<file path="config.mk">
export PLATFORM = sky130hd
export DESIGN_NAME = instr_prefetch_queue
export DESIGN_NICKNAME = d
export VERILOG_FILES = /design/src/rtl/ipq_pkg.sv /design/src/rtl/ipq_byte_store.sv /design/src/rtl/ipq_bus_ctl.sv /design/src/rtl/instr_prefetch_queue.sv
export SDC_FILE = /design/constraint.sdc
export NUM_CORES = 1
export LEC_CHECK = 0
export ABC_AREA = 1
export BUFFER_PORTS_ARGS = -buffer_cell sky130_fd_sc_hd__buf_4
export CAP_MARGIN = 20
export CORE_UTILIZATION = 45
export DETAILED_ROUTE_END_ITERATION = 16
export GPL_TIMING_DRIVEN = 0
export PLACE_DENSITY = 0.67
export SLEW_MARGIN = 25
export SYNTH_ARGS = -nofsm -noshare
export SYNTH_HDL_FRONTEND = slang
export SYNTH_SLANG_ARGS = --single-unit
</file>
<file path="constraint.sdc">
create_clock -name clk -period 3.01 [get_ports clk]
set_input_delay 0.4515 -clock clk [delete_from_list [all_inputs] [get_ports clk]]
set_output_delay 0.4515 -clock clk [all_outputs]
set_load 0.01 [all_outputs]
</file>
<file path="src/rtl/ipq_pkg.sv">
package ipq_pkg;

    typedef enum logic [1:0] {
        BUS_IDLE  = 2'd0,
        BUS_FETCH = 2'd1,
        BUS_DATA  = 2'd2
    } bus_kind_e;

    function automatic int qdepth_for(input int bus_w);
        return (bus_w == 16) ? 6 : 4;
    endfunction

endpackage

</file>
<file path="src/rtl/ipq_byte_store.sv">
module ipq_byte_store #(
    parameter int DEPTH = 6,
    localparam int PW = $clog2(DEPTH),
    localparam int CW = $clog2(DEPTH + 1)
) (
    input  logic          clk,
    input  logic          rst_n,
    input  logic          flush,
    input  logic [1:0]    push_n,
    input  logic [15:0]   push_bytes,
    input  logic          pop,
    output logic [7:0]    head_byte,
    output logic [CW-1:0] count,
    output logic [CW-1:0] free
);

    typedef struct packed {
        logic [PW-1:0] head;
        logic [CW-1:0] count;
    } ctl_t;

    ctl_t       ctl_q, ctl_d;
    logic [7:0] mem_q [DEPTH];
    logic [7:0] mem_d [DEPTH];
    logic [PW-1:0] wr0, wr1;

    function automatic logic [PW-1:0] wrap(input int x);
        if (x >= DEPTH) return PW'(x - DEPTH);
        return PW'(x);
    endfunction

    always_comb begin
        ctl_d = ctl_q;
        mem_d = mem_q;
        wr0 = wrap(int'(ctl_q.head) + int'(ctl_q.count));
        wr1 = wrap(int'(wr0) + 1);
        if (push_n != 2'd0) mem_d[wr0] = push_bytes[7:0];
        if (push_n == 2'd2) mem_d[wr1] = push_bytes[15:8];
        if (pop) ctl_d.head = wrap(int'(ctl_q.head) + 1);
        if (flush) begin
            ctl_d.head  = '0;
            ctl_d.count = '0;
        end else begin
            ctl_d.count = ctl_q.count + CW'(push_n) - CW'(pop);
        end
    end

    always_ff @(posedge clk or negedge rst_n) begin
        if (!rst_n) begin
            ctl_q <= '0;
            for (int i = 0; i < DEPTH; i++) mem_q[i] <= 8'h00;
        end else begin
            ctl_q <= ctl_d;
            for (int i = 0; i < DEPTH; i++) mem_q[i] <= mem_d[i];
        end
    end

    assign head_byte = mem_q[ctl_q.head];
    assign count     = ctl_q.count;
    assign free      = CW'(DEPTH) - ctl_q.count;

    a_r10_no_overflow: assert property (@(posedge clk) disable iff (!rst_n)
        ctl_q.count <= CW'(DEPTH));

    a_r3_pop_needs_data: assert property (@(posedge clk) disable iff (!rst_n)
        pop |-> ctl_q.count != '0);

endmodule

</file>
<file path="src/rtl/ipq_bus_ctl.sv">
module ipq_bus_ctl import ipq_pkg::*; #(
    parameter int BUS_W = 16,
    parameter int AW = 20,
    parameter int BUS_CLKS = 4,
    parameter int FB = 2,
    parameter int CW = 3,
    parameter logic [AW-1:0] RESET_PTR = '0,
    localparam int CYW = (BUS_CLKS > 1) ? $clog2(BUS_CLKS) : 1
) (
    input  logic             clk,
    input  logic             rst_n,
    input  logic [CW-1:0]    free,
    input  logic             flush,
    input  logic [AW-1:0]    flush_addr,
    input  logic             data_req,
    input  logic [AW-1:0]    data_addr,
    input  logic             data_we,
    input  logic [BUS_W-1:0] data_wdata,
    output logic [BUS_W-1:0] data_rdata,
    output logic             data_done,
    output logic             mem_req,
    output logic [AW-1:0]    mem_addr,
    output logic             mem_we,
    output logic [BUS_W-1:0] mem_wdata,
    input  logic [BUS_W-1:0] mem_rdata,
    input  logic             mem_ack,
    output logic [1:0]       push_n,
    output logic [15:0]      push_bytes,
    output logic             fetch_busy
);

    localparam logic [CYW-1:0] LAST = CYW'(BUS_CLKS - 1);

    typedef struct packed {
        bus_kind_e        kind;
        logic [CYW-1:0]   cyc;
        logic [AW-1:0]    addr;
        logic             we;
        logic [BUS_W-1:0] wdata;
        logic             drop;
        logic [AW-1:0]    ptr;
    } bus_t;

    bus_t        bus_q, bus_d;
    logic        bus_end;
    logic [1:0]  lane_n;
    logic [15:0] lane_bytes;

    if (BUS_W == 16) begin : g_wide
        assign lane_n     = bus_q.addr[0] ? 2'd1 : 2'd2;
        assign lane_bytes = bus_q.addr[0] ? {8'h00, mem_rdata[15:8]} : mem_rdata[15:0];
    end else begin : g_narrow
        assign lane_n     = 2'd1;
        assign lane_bytes = {8'h00, mem_rdata[7:0]};
    end

    assign bus_end = (bus_q.kind != BUS_IDLE) && (bus_q.cyc == LAST) && mem_ack;

    always_comb begin
        bus_d      = bus_q;
        push_n     = 2'd0;
        push_bytes = lane_bytes;
        if (bus_q.kind != BUS_IDLE && bus_q.cyc != LAST) bus_d.cyc = bus_q.cyc + 1'b1;
        if (bus_end) begin
            bus_d.kind = BUS_IDLE;
            bus_d.cyc  = '0;
            bus_d.drop = 1'b0;
            if (bus_q.kind == BUS_FETCH && !bus_q.drop && !flush) begin
                push_n    = lane_n;
                bus_d.ptr = bus_q.ptr + AW'(lane_n);
            end
        end else if (bus_q.kind == BUS_IDLE) begin
            if (data_req) begin
                bus_d.kind  = BUS_DATA;
                bus_d.addr  = data_addr;
                bus_d.we    = data_we;
                bus_d.wdata = data_wdata;
            end else if (!flush && free >= CW'(FB)) begin
                bus_d.kind = BUS_FETCH;
                bus_d.addr = bus_q.ptr;
                bus_d.we   = 1'b0;
            end
        end
        if (flush) begin
            bus_d.ptr = flush_addr;
            if (bus_q.kind == BUS_FETCH && !bus_end) bus_d.drop = 1'b1;
        end
    end

    always_ff @(posedge clk or negedge rst_n) begin
        if (!rst_n) begin
            bus_q      <= '0;
            bus_q.kind <= BUS_IDLE;
            bus_q.ptr  <= RESET_PTR;
        end else begin
            bus_q <= bus_d;
        end
    end

    assign mem_req    = bus_q.kind != BUS_IDLE;
    assign mem_addr   = bus_q.addr;
    assign mem_we     = bus_q.we;
    assign mem_wdata  = bus_q.wdata;
    assign data_done  = bus_end && bus_q.kind == BUS_DATA;
    assign data_rdata = mem_rdata;
    assign fetch_busy = bus_q.kind == BUS_FETCH;

    a_r2_hold_stable: assert property (@(posedge clk) disable iff (!rst_n)
        (mem_req && !(bus_q.cyc == LAST && mem_ack)) |=>
        (mem_req && $stable(mem_addr) && $stable(mem_we) && $stable(mem_wdata)));

    a_r2_cycle_length: assert property (@(posedge clk) disable iff (!rst_n)
        $fell(mem_req) |-> $past(bus_q.cyc) == LAST);

    a_r5_data_first: assert property (@(posedge clk) disable iff (!rst_n)
        (!mem_req && data_req) |=>
        (mem_req && mem_addr == $past(data_addr) && mem_we == $past(data_we)));

    a_r7_inflight_kept: assert property (@(posedge clk) disable iff (!rst_n)
        (flush && mem_req && !(bus_q.cyc == LAST && mem_ack)) |=> mem_req);

endmodule

</file>
<file path="src/rtl/instr_prefetch_queue.sv">
module instr_prefetch_queue import ipq_pkg::*; #(
    parameter int BUS_W = 16,
    parameter int AW = 20,
    parameter int BUS_CLKS = 4,
    parameter logic [AW-1:0] RESET_PTR = AW'('h00010)
) (
    input  logic             clk,
    input  logic             rst_n,
    input  logic             pop_req,
    output logic             pop_valid,
    output logic [7:0]       pop_data,
    input  logic             flush,
    input  logic [AW-1:0]    flush_addr,
    input  logic             data_req,
    input  logic [AW-1:0]    data_addr,
    input  logic             data_we,
    input  logic [BUS_W-1:0] data_wdata,
    output logic [BUS_W-1:0] data_rdata,
    output logic             data_done,
    output logic             mem_req,
    output logic [AW-1:0]    mem_addr,
    output logic             mem_we,
    output logic [BUS_W-1:0] mem_wdata,
    input  logic [BUS_W-1:0] mem_rdata,
    input  logic             mem_ack
);

    localparam int QDEPTH = qdepth_for(BUS_W);
    localparam int FB     = BUS_W / 8;
    localparam int CW     = $clog2(QDEPTH + 1);

    logic [CW-1:0] q_count, q_free;
    logic [1:0]    push_n;
    logic [15:0]   push_bytes;
    logic          pop_fire, fetch_busy;

    assign pop_valid = (q_count != '0) && !flush;
    assign pop_fire  = pop_req && pop_valid;

    ipq_byte_store #(.DEPTH(QDEPTH)) u_store (
        .clk(clk), .rst_n(rst_n), .flush(flush),
        .push_n(push_n), .push_bytes(push_bytes), .pop(pop_fire),
        .head_byte(pop_data), .count(q_count), .free(q_free)
    );

    ipq_bus_ctl #(
        .BUS_W(BUS_W), .AW(AW), .BUS_CLKS(BUS_CLKS),
        .FB(FB), .CW(CW), .RESET_PTR(RESET_PTR)
    ) u_bus (
        .clk(clk), .rst_n(rst_n), .free(q_free),
        .flush(flush), .flush_addr(flush_addr),
        .data_req(data_req), .data_addr(data_addr), .data_we(data_we),
        .data_wdata(data_wdata), .data_rdata(data_rdata), .data_done(data_done),
        .mem_req(mem_req), .mem_addr(mem_addr), .mem_we(mem_we),
        .mem_wdata(mem_wdata), .mem_rdata(mem_rdata), .mem_ack(mem_ack),
        .push_n(push_n), .push_bytes(push_bytes), .fetch_busy(fetch_busy)
    );

    a_r6_flush_empties: assert property (@(posedge clk) disable iff (!rst_n)
        flush |=> !pop_valid);

    a_r8_fetch_threshold: assert property (@(posedge clk) disable iff (!rst_n)
        $rose(fetch_busy) |-> q_free >= CW'(FB));

endmodule

</file>
Yosys cells after proc, flatten, opt, wreduce, memory -nomap -nowiden. Index checks and enable logic that the tools add are counted.

Bits in latches: 0. Bits in read-only memories: 0. Memory bits (writable): 0. Flip-flop bits (word level): 116. Memories: 0. Output and inout port bits: 64. Input port bits: 79. Logic and storage cells: 114.

Equal/unequal tests: 5. Multiplexer cells: 40. $add $sub $neg: 11. Order comparisons: 9. Bitwise logic cells: 4. Shifts and indexed selects: 0. Multiply operators: 0. Reductions and logical operators: 30. Div/mod/pow operators: 0.

Operators by type and width (count): $bwmux W48 (2); $mux W48 (2); $mux W21 (4); $demux W8 S3 (2); $mux W8 (4); $mux W3 (9); $bmux W8 S3 (1); $add A20 B2 Y20 (1); $mux W20 (1); $mux W2 (9); $mux W16 (1); $reduce_bool A2 Y1 (8); $ge A4 B3 Y1 const B (3); $ge A4 B4 Y1 const B (3); $logic_and A1 B1 Y1 (12); $not A3 Y4 (3); $sub A3 B2 Y3 const B (3); $add A3 B1 Y4 const B (2); $lt A4 B1 Y1 const B (2); $eq A2 B2 Y1 const B (3); $reduce_and A3 Y1 (2); $reduce_bool A3 Y1 (2); $mux W1 (5); $add A3 B3 Y4 (1); 11 further kinds (14).

Longest topological paths before layout.
Depth after elaboration: 15. Depth in mapped cells: 18. Depth with buffers taken out: 18.

By module. A second synthesis with hierarchy kept.

Cells, all modules: 1026. Area, all modules: 7699.9 µm².

Modules (own cells, without submodules): ipq_bus_ctl (sequential area each 1552.7 µm², area each 3990.1 µm², cells each 506, times used 1); ipq_byte_store (sequential area each 1351.3 µm², area each 3679.8 µm², cells each 512, times used 1); instr_prefetch_queue (sequential area each 0.0 µm², area each 30.0 µm², cells each 8, times used 1).

Worst setup path before layout. No wires, ideal clock.

Kind: register -> register. Start point: register u_store.ctl_q[3] in the netlist's numbering. End point: register u_store.mem_q[15] in the netlist's numbering. Cell stages (with the launch flop): 18. Setup slack: 0.226 ns. Arrival time: 2.656 ns. Setup time: 0.129 ns. Path buffers: 0. Period minus slack after synthesis: 2.784 ns. Required time: 2.881 ns. Cells stage by stage: dfrtp_1 > ha_1 > fa_1 > inv_1 > nand2_1 > nand2_1 > nand2_1 > nand3_2 > inv_1 > ha_1 > inv_1 > nand2_1 > inv_1 > nand4_1 > nand2_1 > nand2_1 > nand2_1 > o21ai_0.

RTL lines: start: declaration (RTL line ipq_byte_store.sv:22) `ctl_t ctl_q, ctl_d;`; start signal: assignment (RTL line ipq_byte_store.sv:53) `ctl_q <= ctl_d;`; end: declaration (RTL line ipq_byte_store.sv:23) `logic [7:0] mem_q [DEPTH];`.

==> impl_metrics.yaml <==
sta:
  hold_viol: 0
  whs_ns: 0.239
  grt_setup_unrepaired: "yes"
  max_freq_ghz: 0.349
  tns_ns: 0
  worst_pin_slew_ns: 0.875
  fin_crit_ns: 2.87
  fin_crit_sh: 0.953
  setup_slack_ns: 0.141
  skew_ns: 0.00615
  max-slew-margin-rel: 0.410
  drv_slew: 0
  setup_violations: 0
layout:
  antenna_cells: 0
  utilization: 0.598
  final_nets: 1253
  fin_cells: 1385
  area_growth_pct: 29.2
  layout-drive-gt1-share: 0.255
  fillerInstances: 1503
placed_design:
  dp_hpwl_um: 15500
  gp_congestion: 0.913
  numPortBuffers: 141
  dp_cells: 1348
  preCtsSetupSlack_ns: -0.394
route:
  wire_per_inst_um: 15.1
  dr.pass1.iters: 5
  vias_per_cell: 5.15
  drt-initial-drc-count: 545
  drt-total-wl_um: 20900
  ant_nets: 0
  drc_errors: 0
  vias: 7135
global_route:
  gr-total-overflow: 0
  grt_usage: 0.261
  grt_pass1_wl_um: 33200
  grt_max_degree: 60
  antenna_found_initial: 0
  grt_pass1_vias: 6496
power_and_ir_drop:
  power.density_nw_per_um2: 813
  seqPwrFrac: 0.287
  p_leak_nw: 4.84
  clockPowerShare: 0.296
  switchingPower_mw: 2.84
  p_int_mw: 4.91
  ir_worst_vdd_mv: 0.464
  pwr-share-comb: 0.417
  swShare: 0.366
critical_path:
  crit_arrival_ns: 3.17
  cp-end-kind: "flip-flop"
  cp_max_fo: 10
  crit_slowest_cell: "fa_2"
  critPathMaxStageDelay_ns: 0.56
  critPathKind: "reg2reg"
  path_cells: "ha_2, fa_2, inv_1, nand4_1, nand3_4, inv_1, ha_1, inv_1, nand2_1, inv_1, nand2_1, nand2_4, nand3_4, buf_6, nand2_1, o21ai_0"
  worstPathRequired_ns: 3.31
  crit_top_cell: "inv_1"
  critPathLaunchType: "flip-flop"
floorplan:
  rows: 46
  core_um2: 15900
  start_util: 0.463
  die_h_um: 130
  io-pin-count: 143
  die-area_um2: 16900
  dieWidth_um: 130
hold_path:
  hold_class: "in2reg"
job:
  cap_viol_max_count: 0
synthesis:
  synth-edff-count: 0
  synth-seq-cells: 116
  syn_area_um2: 7380
  ys_types: 42
  yosys.area.top_type: "dfrtp_1"
  synthMuxAreaShare: 0.0260
  synth_ff_type: "dfrtp_1"
  synth-simple-area-share: 0.247
  synth-xor-area-share: 0.00594
  synth_commonest_cells: "nand2_1, o21ai_0, inv_1"
  synth_top_family_by_area: "simple AND/OR/NAND/NOR gates"
  synth_compound_area_frac: 0.153
  syn_nets: 1087
  ys_seq_area_frac: 0.394
  async_flop_share: 1.00
  synthMostInstantiatedCell: "nand2_1"
  synthCells: 990
  synth_area_per_cell_um2: 7.45
  synth-adder-area-share: 0.0336
  yosysWarnings: 0
  synth.top_cells.by_area: "dfrtp_1, nand2_1, o21ai_0"
  synthDominantCellAreaShare: 0.390
cts:
  clk_pin_slew_ns: 0.06
  clk_path_buf_depth: 2
  cts_root_buffer: "clkbuf_16"
  cts_tree: "yes"
  cts_sinks: 116
  cts_max_level: 4
  numCtsBuffers: 17
  clk_latency_ns: 0.43
run_status:
  outcome: "finished, final reports clean"
## cell families after synthesis
group / Yosys count
and+or+nand+nor: 415
buffers and inverters: 212
AOI/OAI and AO/OA: 207
DFF: 116
adders and majority gates: 18
muxes: 17
xor gates and xnor gates: 5
## flip-flops by register name (all words and copies together) (netlist names)
| signal | cells |
|---|---|
| u_bus.bus_q | 25 |
| u_bus.mem_addr | 20 |
| u_bus.mem_wdata | 16 |
| u_bus.mem_we | 1 |
| u_store.count | 3 |
| u_store.ctl_q | 3 |
| u_store.mem_q | 48 |
## layout by cell type, fill, tap and decap left out, types with 17 or more instances in the layout
cell,netlist,layout
nand2_1,277,273
buf_4,52,196
o21ai_0,136,135
inv_1,119,119
dfrtp_1,115,114
nand3_1,47,47
nor2_1,41,38
a21oi_1,20,20
o211ai_1,19,19
o21ai_1,17,18
nand4_1,17,17
mux2_2,17,17
clkbuf_16,0,17
## power groups by stage
| stage | sequential [mW] | combinational [mW] | clock (mW) |
|---|---|---|---|
| after floorplan | 2.19 | 1.96 | 0 |
| after global placement | 2.25 | 3.03 | 0 |
| after detailed placement | 2.26 | 3.06 | 0 |
| after CTS | 2.22 | 3.18 | 2.30 |
| after global routing | 2.27 | 3.57 | 2.37 |
| final | 2.23 | 3.23 | 2.29 |
## per-layer routing
layer / global-route usage / up-vias / wire length [µm]
li1: - / 3519 / -
met1: 0.374 / 3296 / 9610
met2: 0.390 / 296 / 9340
met3: 0.0697 / 24 / 1710
met4: 0.0657 / 0 / 250
met5: 0 / - / 0
## worst max-delay path, delay by kind of cell, from the launching register on
family	cells	cell delay, ns
adder cells (fa/ha/maj)	3	1.03
AND/OR/NAND/NOR	7	0.66
buffers and inverters	5	0.57
flip-flops	1	0.40
AO/OA/AOI/OAI	1	0.08
## what timing repair did
| action | CTS | global route |
|---|---|---|
| endpoints found under the setup margin | 40 | 48 |
| pin swaps | 2 | 3 |
| resized for setup | 11 | 14 |
| hold buffers | 1 | 0 |
| hold endpoints to repair | 58 | 0 |
| buffers inserted | 4 | 1 |
## worst paths after layout
| kind | from | to | slack [ns] | cells after the start |
|---|---|---|---|---|
| setup / recovery | u_store.count[0] | u_store.mem_q[37] | 0.14 | 16 |
| hold / removal | flush_addr[16] | u_bus.bus_q[16] | 0.24 | 3 |
| setup reg to reg | u_store.count[0] | u_store.mem_q[37] | 0.14 | 16 |
| hold reg to reg | u_bus.mem_addr[7] | u_bus.mem_addr[7] | 0.47 | 2 |
| max in group asynchronous | rst_n | u_bus.bus_q[4] | 1.76 | 3 |
| min in group asynchronous | rst_n | u_bus.mem_addr[14] | 0.56 | 2 |
## cell type report
class,count,area [µm²],share of cell area
Tap cell,216,270,0.0284
Clock inverter,14,226,0.0238
Buffer,86,568,0.0596
Multi-Input combinational cell,662,3490,0.367
Sequential cell,116,2910,0.305
Inverter,125,472,0.0495
Clock buffer,18,439,0.0461
Timing Repair Buffer,148,1150,0.121
## per-stage QoR
stage,total power [mW],instance area (µm²)
2_1_floorplan,4.15,7380
3_3_place_gp,5.28,8700
3_5_place_dp,5.32,8740
4_1_cts,7.71,9490
5_1_grt,8.22,9530
6_report,7.75,9530
Note: power is estimated with default switching activity, not from simulation.
